--- config.mk ---
export PLATFORM = sky130hd
export DESIGN_NAME = interval_timer_latch
export DESIGN_NICKNAME = d
export VERILOG_FILES = /design/src/rtl/interval_timer_latch.sv
export SDC_FILE = /design/constraint.sdc
export NUM_CORES = 1
export LEC_CHECK = 0
export ABC_AREA = 1
export CAP_MARGIN = 20
export CORE_ASPECT_RATIO = 2
export CORE_MARGIN = 10
export CORE_UTILIZATION = 51
export DETAILED_ROUTE_END_ITERATION = 8
export PLACE_DENSITY = 0.87
export SLEW_MARGIN = 20
export SYNTH_ARGS = -nofsm -noshare
export SYNTH_HDL_FRONTEND = slang
export SYNTH_SLANG_ARGS = --single-unit
export TNS_END_PERCENT = 5
--- constraint.sdc ---
create_clock -name clk -period 1.4 [get_ports clk]
set_input_delay 0.28 -clock clk [delete_from_list [all_inputs] [get_ports clk]]
set_output_delay 0.28 -clock clk [all_outputs]
set_load 0.02 [all_outputs]
--- src/rtl/interval_timer_latch.sv ---
module interval_timer_latch #(
  parameter int CW = 16,
  parameter int CHAN_SEL = 0
) (
  input  logic          clk,
  input  logic          rst_n,
  input  logic          tick,
  input  logic          prog_valid,
  input  logic [CW-1:0] prog_count,
  input  logic          ctrl_wr,
  input  logic [7:0]    ctrl_data,
  input  logic          rd,
  output logic [7:0]    rd_data,
  output logic [7:0]    status,
  output logic          expired,
  output logic          cmd_err
);
  localparam logic [1:0] MY_SEL    = 2'(CHAN_SEL);
  localparam logic [1:0] OTHER_SEL = MY_SEL ^ 2'b10;
  localparam int         HB        = CW / 2;

  logic [CW-1:0] cnt_q, snap_q;
  logic          snap_on, hi_ptr, exp_q;

  wire [1:0] acc = ctrl_data[5:4];
  wire [1:0] sel = ctrl_data[7:6];
  wire latch_cmd = ctrl_wr && acc == 2'b00 && sel == MY_SEL;
  wire do_latch  = latch_cmd && !snap_on;
  wire bad_acc   = acc == 2'b01 || acc == 2'b10;
  wire bad_sel   = acc == 2'b00 && sel != MY_SEL && sel != OTHER_SEL;
  wire do_tick   = tick && !prog_valid && !exp_q;

  assign cmd_err = ctrl_wr && (bad_acc || bad_sel);
  assign expired = exp_q;
  assign status  = {2'b00, exp_q, 5'b00000};

  wire [CW-1:0] src = snap_on ? snap_q : cnt_q;
  assign rd_data = hi_ptr ? src[CW-1:HB] : src[HB-1:0];

  always_ff @(posedge clk) begin
    if (!rst_n) begin
      cnt_q <= '0;
      exp_q <= 1'b0;
    end else if (prog_valid) begin
      cnt_q <= prog_count;
      exp_q <= 1'b0;
    end else if (do_tick) begin
      cnt_q <= cnt_q - 1'b1;
      if (cnt_q == CW'(1)) exp_q <= 1'b1;
    end
  end

  always_ff @(posedge clk) begin
    if (!rst_n) begin
      snap_q  <= '0;
      snap_on <= 1'b0;
      hi_ptr  <= 1'b0;
    end else if (do_latch) begin
      snap_q  <= cnt_q;
      snap_on <= 1'b1;
      hi_ptr  <= 1'b0;
    end else if (rd) begin
      if (snap_on && hi_ptr) snap_on <= 1'b0;
      hi_ptr <= 1'b1;
    end
  end

  assert_prog_load_R2: assert property (@(posedge clk) disable iff (!rst_n)
    prog_valid |=> cnt_q == $past(prog_count) && !exp_q);

  assert_tick_dec_R3: assert property (@(posedge clk) disable iff (!rst_n)
    tick && !prog_valid && !exp_q |=> cnt_q == $past(cnt_q) - 1'b1);

  assert_hold_after_exp_R3: assert property (@(posedge clk) disable iff (!rst_n)
    exp_q && !prog_valid |=> $stable(cnt_q) && exp_q);

  assert_expiry_R4: assert property (@(posedge clk) disable iff (!rst_n)
    tick && !prog_valid && !exp_q && cnt_q == CW'(1) |=> exp_q && status == 8'h20);

  assert_err_no_effect_R5: assert property (@(posedge clk) disable iff (!rst_n)
    cmd_err && !rd |=> $stable(snap_on) && $stable(hi_ptr) && $stable(snap_q));

  assert_snap_kept_R7: assert property (@(posedge clk) disable iff (!rst_n)
    snap_on && !rd |=> snap_on && $stable(snap_q));

  assert_release_R8: assert property (@(posedge clk) disable iff (!rst_n)
    snap_on && hi_ptr && rd && !ctrl_wr |=> !snap_on);

  assert_live_ptr_R9: assert property (@(posedge clk) disable iff (!rst_n)
    !snap_on && rd && !ctrl_wr |=> hi_ptr);
endmodule

Word-level counts from Yosys, hierarchy flattened

Cells that the tools add are included.

Logic and storage cells: 42
Register bits after elaboration: 35

Bitwise operators: 1
Add/sub/neg operators: 1
Eq/ne operators: 4
Reductions and logical operators: 24
Mux-type cells: 7

Operator list:

| operator                                                                | count |
|---|---|
| 16-bit two-way mux                                                      | 3 |
| 16-bit by 1-bit equality test with 1-bit output (second input constant) | 1 |
| 16-bit by 1-bit subtractor with 16-bit output (second input constant)   | 1 |
| 1-bit logical AND                                                       | 9 |
| 8-bit two-way mux                                                       | 1 |
| 2-bit nonzero test                                                      | 4 |
| 2-bit zero test                                                         | 2 |
| 2-bit AND reduction                                                     | 2 |
| 2-bit OR reduction                                                      | 2 |
| 1-bit zero test                                                         | 3 |
| 1-bit two-way mux                                                       | 3 |
| 2-bit by 1-bit equality test with 1-bit output (second input constant)  | 1 |
| 2-bit equality test (second input constant)                             | 1 |
| 1-bit logical OR                                                        | 2 |
| 2-bit != test (second input constant)                                   | 1 |
| 1-bit inverter                                                          | 1 |

Logic depth before layout (Yosys ltp)

Gate-level depths: netlist of the first run.

Depth after elaboration: 6
Gate-level depth with buffers: 10
Mapped depth without buffers: 9

Least setup slack after synthesis of the first run

OpenSTA, ideal clock, no wires.

Path kind: register to output
Start point: register snap_on
End point: output rd_data[3]
Path slack: -0.059 ns
Cell stages (with the launch flop): 7
Buffers on the path: 2
Data arrival time: 1.179 ns
Cell sequence: dfxtp_1 buf_4 inv_2 buf_2 o21ai_0 a21oi_1 a21oi_1

Cells in the longest elaborated chain, start to end: 2

RTL lines:

| item                   | line | RTL |
|---|---|---|
| from (decl)            | 23   | `logic snap_on, hi_ptr, exp_q;` |
| from (signal assigned) | 56   | `snap_on <= 1'b0;` |
| from (signal assigned) | 60   | `snap_on <= 1'b1;` |
| from (signal assigned) | 63   | `if (snap_on && hi_ptr) snap_on <= 1'b0;` |
| 16-bit two-way mux     | 37   | `wire [CW-1:0] src = snap_on ? snap_q : cnt_q;` |
| 8-bit two-way mux      | 38   | `assign rd_data = hi_ptr ? src[CW-1:HB] : src[HB-1:0];` |
| to (decl)              | 13   | `output logic [7:0] rd_data,` |

Every way passes these cells.

Worst setup path after layout of the first run

Start point: register snap_on
End point: output rd_data[2]

The elaborated chain is that of the path after synthesis.

==> impl_results.md, run 1 <==
* Fin. Hold Viols at 0
* Leak pwr at 1.30 nW
* Top cell type by total area after synthesis: dfxtp_1
* Final ANT Viol Nets at 0
* Final Wtd Congestion at 0.889
* Number of max-cap violations at 0
* GR Util met2 at 0.315
* H-tree depth at 2
* Drt pass-1 iters at 5
* Share of Yosys cell area claimed by the top area cell type at 0.317
* Share of cells above drive strength 1 at 0.274
* Worst setup EP type: output port
* Number of global-route vias before repair at 2446
* Final WS setup at -0.195 ns
* Post-CTS Setup Repair Bufs at 0
* Yosys cell types at 37
* Slew Viols, Final at 0
* Number of diodes at 0
* Hpwl dp at 4990 µm
* Clock transition at path regs at 0.07 ns
* Period Utilization, post-route at 1.14
* Post-DR wirelength/cell at 15.1 µm
* First-pass GRT wire length at 10900 µm
* Clock share of power at 0.269
* Worst EP arrival at 1.31 ns
* Worst Path Max Fanout at 22
* Met1 capacity usage during global routing at 0.175
* Comb pwr share at 0.326
* Seq pwr share at 0.405
* Die Area at 7520 µm²
* Residual DRC at 0
* Via count at 2462
* Sw Pwr at 0.000896 W
* Top-Level Pins at 48
* Critical path startpoint category: register
* Most frequent cells in the layout: 49 x buf_4, 47 x a21oi_1, 44 x nand2_1
* Cells after synthesis at 320
* First DRT Iteration DRCs at 140
* Pin count of the biggest net entering global routing at 35
* Total track usage at 0.179
* Violations in the final reports: negative setup slack
* Area growth from synthesis to layout at 37.2%
* Clk Latency, worst-skew pair at 0.29 ns
* Post-Route WL at 6760 µm
* YS warnings at 0
* Cell Pwr Density at 880 nW/µm²
* Leading cell type in the layout, fill and taps excluded: buf_4
* Tmin final at 1.59 ns
* Clk buf depth at 2
* Design Power at 0.00266 W
* Average size of a mapped cell at 6.90 µm²
* IO buf count at 36
* Power Internal at 0.00177 W
* Synthesized area at 2210 µm²
* Seq/Total Area, Yosys at 0.317
* Initial antenna violation count at 0
* Die Y at 113 µm
* Starting Density at 0.535
* Post-route cell area at 3030 µm²
* Vias per inst at 5.52
* VDD IR max at 736 µV
* CTS Buf Count at 5
* Die width at 66.5 µm
* CP required at 1.12 ns
* Setup Skew at 0.0124 ns
* Site Rows at 33
* Setup violations, final at 14
* Clock Tree Root: clkbuf_8
* Flops & latches, synth at 35
* WS Path Type: reg -> out
* Fmax at 627 MHz
* Hold Path Class: reg -> reg
* Grt ovf at 0
* Status: finished with violations
* Largest cells by area after synthesis: dfxtp_1 32%, a21oi_1 12%, nand2_1 7.8%
* Fin nets at 426
* Clock sinks at 35
* Core area at 4130 µm²
* Placed Area at 2910 µm²
* GR peak layer: met2
* Met3 usage at 0.0395
* CTS tree: yes
* RSZ-0062 raised after global routing: yes
* Switching share of power at 0.336
## worst max-delay path, cell delays in order, from the launching register on
cell,delay (ns)
dfxtp_4,0.37
inv_8,0.12
buf_4,0.14
nand2_1,0.05
a21oi_1,0.16
buf_4,0.17
## state kept, by name, indices dropped and copies added (netlist names)
signal / flops
snap_on: 1
expired: 1
cnt_q: 16
hi_ptr: 1
snap_q: 16
## synthesized netlist by cell type (all sizes together)
master,n
a21oi,58
a22oi,8
a31oi,1
buf,20
clkbuf,3
clkinv,1
conb,1
dfxtp,35
ha,3
inv,45
nand2,49
nand3,25
nand4,1
nor2,33
nor3,1
o211ai,2
o21ai,31
o21bai,1
o221ai,1
or2,1
## cell type report
| type | instances | area, µm² |
|---|---|---|
| timing repair buffer | 83 | 751 |
| clock buffer | 7 | 76.3 |
| clock inverter | 1 | 5.00 |
| inverter | 46 | 185 |
| sequential | 35 | 707 |
| multi-input combinational | 222 | 1240 |
| tap | 52 | 65.1 |
| fill | 314 | 1100 |
## worst paths after layout
path         slack [ns]  startpoint    endpoint  cells after the start
max reg2reg       -0.09    cnt_q[0]   cnt_q[14]                      9
min reg2reg        0.45  snap_q[13]  snap_q[13]                      2
min                0.45  snap_q[13]  snap_q[13]                      2
max               -0.19     snap_on  rd_data[2]                      5
## power groups by stage
stage                     Sequential, W  Combinational (W)  Clock, W
final                           0.00108           0.000869  0.000716
after detailed placement        0.00110           0.000835         0
after CTS                       0.00108           0.000838  0.000715
after floorplan                 0.00111           0.000479         0
after global placement          0.00110           0.000813         0
after global routing            0.00109           0.000951  0.000732
## stage by stage
step | TNS, ns | setup slack, ns | hold WS, ns | utilization | instances
after floorplan | -0.171 | -0.0577 | 0.413 | - | 326
after global placement | -9.77 | -0.644 | 0.430 | 0.704 | 438
after detailed placement | -11.11 | -0.653 | 0.435 | 0.704 | 438
after CTS | -1.63 | -0.215 | 0.445 | 0.723 | 446
after global routing | -2.91 | -0.234 | 0.467 | 0.734 | 446
final | -1.47 | -0.195 | 0.446 | 0.734 | 446
## kinds of logic after synthesis
group,Yosys count,synth area share
other,1,0.00170
buffers and inverters,69,0.156
AOI/OAI and AO/OA,102,0.262
adders and majority gates,3,0.0170
DFF,35,0.317
and+or+nand+nor,110,0.246
## routing by layer
layer,share of wire,up-vias
met5,0,-
met4,0.059,0
met3,0.081,42
met2,0.52,138
met1,0.34,1102
li1,-,1180
## what timing repair did
action                     CTS  global route
pin swaps                    4             2
gates resized for setup     59            24
hold buffers                 0             0
setup endpoints to repair   22            25
(Power assumes the default switching activity.)
==> run 2, diff against run 1 <==
--- a/config.mk
+++ b/config.mk
@@ -6,12 +6,13 @@
 export NUM_CORES = 1
 export LEC_CHECK = 0
 export ABC_AREA = 1
+export ABC_CLOCK_PERIOD_IN_PS = 1400
 export CAP_MARGIN = 20
 export CORE_ASPECT_RATIO = 2
 export CORE_MARGIN = 10
-export CORE_UTILIZATION = 51
+export CORE_UTILIZATION = 24
 export DETAILED_ROUTE_END_ITERATION = 8
-export PLACE_DENSITY = 0.87
+export PLACE_DENSITY = 0.51
 export SLEW_MARGIN = 20
 export SYNTH_ARGS = -nofsm -noshare
 export SYNTH_HDL_FRONTEND = slang
==> impl_results.md, run 2 (same netlist as run 1, synthesis figures left out) <==
* Tmin final at 1.59 ns
* Worst setup EP type: output port
* Die Y at 156 µm
* Final WS setup at -0.187 ns
* First DRT Iteration DRCs at 98
* Hold Path Class: reg -> reg
* VDD IR max at 484 µV
* Placed insts at 491
* Final ANT Viol Nets at 0
* Comb pwr share at 0.291
* Drt pass-1 iters at 4
* Clk Latency, worst-skew pair at 0.28 ns
* Total track usage at 0.105
* Initial antenna violation count at 0
* Clock share of power at 0.381
* Period Utilization, post-route at 1.13
* Setup violations, final at 8
* Worst Path Max Fanout at 6
* Share of cells above drive strength 1 at 0.332
* Grt ovf at 0
* Clock Tree Root: clkbuf_16
* WS Path Type: reg -> out
* RSZ-0062 raised after global routing: yes
* Die width at 87.8 µm
* Leading cell type in the layout, fill and taps excluded: buf_4
* Top-Level Pins at 48
* Via count at 2290
* Clock sinks at 35
* Site Rows at 49
* Sw Pwr at 0.000979 W
* Leak pwr at 1.39 nW
* Area growth from synthesis to layout at 52.6%
* Pre-CTS WS at -0.657 ns
* Post-route cell area at 3370 µm²
* Fin. Hold Viols at 0
* Post-DR wirelength/cell at 14.4 µm
* Switching share of power at 0.298
* Violations in the final reports: negative setup slack
* Biggest regs: cnt_q x16, snap_q x16
* H-tree depth at 2
* Critical path startpoint category: register
* Worst EP arrival at 1.31 ns
* Status: finished with violations
* CTS tree: yes
* Post-Route WL at 7170 µm
* Power Internal at 0.00231 W
* Starting Density at 0.245
* Placed Area at 2990 µm²
* Fin nets at 430
* First-pass GRT wire length at 11200 µm
* CTS Buf Count at 5
* Slew Viols, Final at 0
* Pin count of the biggest net entering global routing at 35
* Die Area at 13700 µm²
* Clk buf depth at 2
* Number of global-route vias before repair at 2245
* Post-CTS Hold Fix Bufs at 0
* Most frequent cells in the layout: 44 x buf_4, 42 x nand2_1, 37 x inv_1, 37 x a21oi_1, 33 x dfxtp_1
* Core area at 9010 µm²
* Final core occ at 0.374
* CP required at 1.12 ns
* Residual DRC at 0
* Fmax at 630 MHz
* Number of max-cap violations at 0
* Vias per inst at 4.59
* Cell Pwr Density at 975 nW/µm²
* Final Non-Filler Cells at 499
* Setup Skew at 0.00649 ns
* IO buf count at 36
* Number of diodes at 0
* Seq pwr share at 0.329
* Final Wtd Congestion at 0.833
* Hpwl dp at 5620 µm
* Clock transition at path regs at 0.06 ns
==> run 2: what timing repair did <==
action,in CTS,in global routing
gates resized for setup,72,51
hold endpoints to repair,0,0
gates cloned,0,2
pin swaps,2,5
setup endpoints to repair,16,32
setup buffers,0,0
==> run 2: final cells by class <==
cell class | instances | area (µm²)
tap | 102 | 128
multi-input combinational | 222 | 1350
timing repair buffer | 86 | 835
clock inverter | 1 | 30.0
clock buffer | 6 | 129
inverter | 46 | 185
fill | 946 | 5640
sequential | 35 | 706
timing repair inverter | 1 | 6.26
==> run 2: final timing paths <==
kind,cells after the start,slack (ns),to,start
setup / recovery,6,-0.19,rd_data[0],snap_on
hold / removal,2,0.45,snap_q[11],snap_q[11]
setup reg to reg,9,0.09,cnt_q[6],cnt_q[1]
hold reg to reg,2,0.45,snap_q[11],snap_q[11]
==> run 2: per-layer routing <==
metal	track usage	vias up	routed length, µm
met3	0.0131	9	233
met1	0.0979	1051	2490
met5	0	-	0
met4	0.0634	0	195
li1	-	1196	-
met2	0.203	34	4260
==> run 2: worst max-delay path, cell delays in order (launching register included) <==
cell,delay (ns)
dfxtp_4,0.39
inv_8,0.05
buf_12,0.13
o21ai_4,0.12
a21oi_2,0.05
a21oi_2,0.12
buf_4,0.15
==> run 2: power groups by stage <==
stage               logic (W)  clock network [W]  registers [W]
floorplan            0.000479                  0        0.00111
global placement     0.000876                  0        0.00110
detailed placement   0.000882                  0        0.00110
CTS                  0.000893            0.00127        0.00108
global route          0.00105            0.00131        0.00109
finish               0.000956            0.00125        0.00108
==> run 2: metrics by stage <==
| stage | hold WS, ns | TNS [ns] | total power [W] |
|---|---|---|---|
| floorplan | 0.413 | -0.171 | 0.00159 |
| global placement | 0.431 | -10.80 | 0.00197 |
| detailed placement | 0.438 | -11.38 | 0.00198 |
| CTS | 0.446 | -1.59 | 0.00324 |
| global route | 0.463 | -1.81 | 0.00345 |
| finish | 0.446 | -1.33 | 0.00329 |
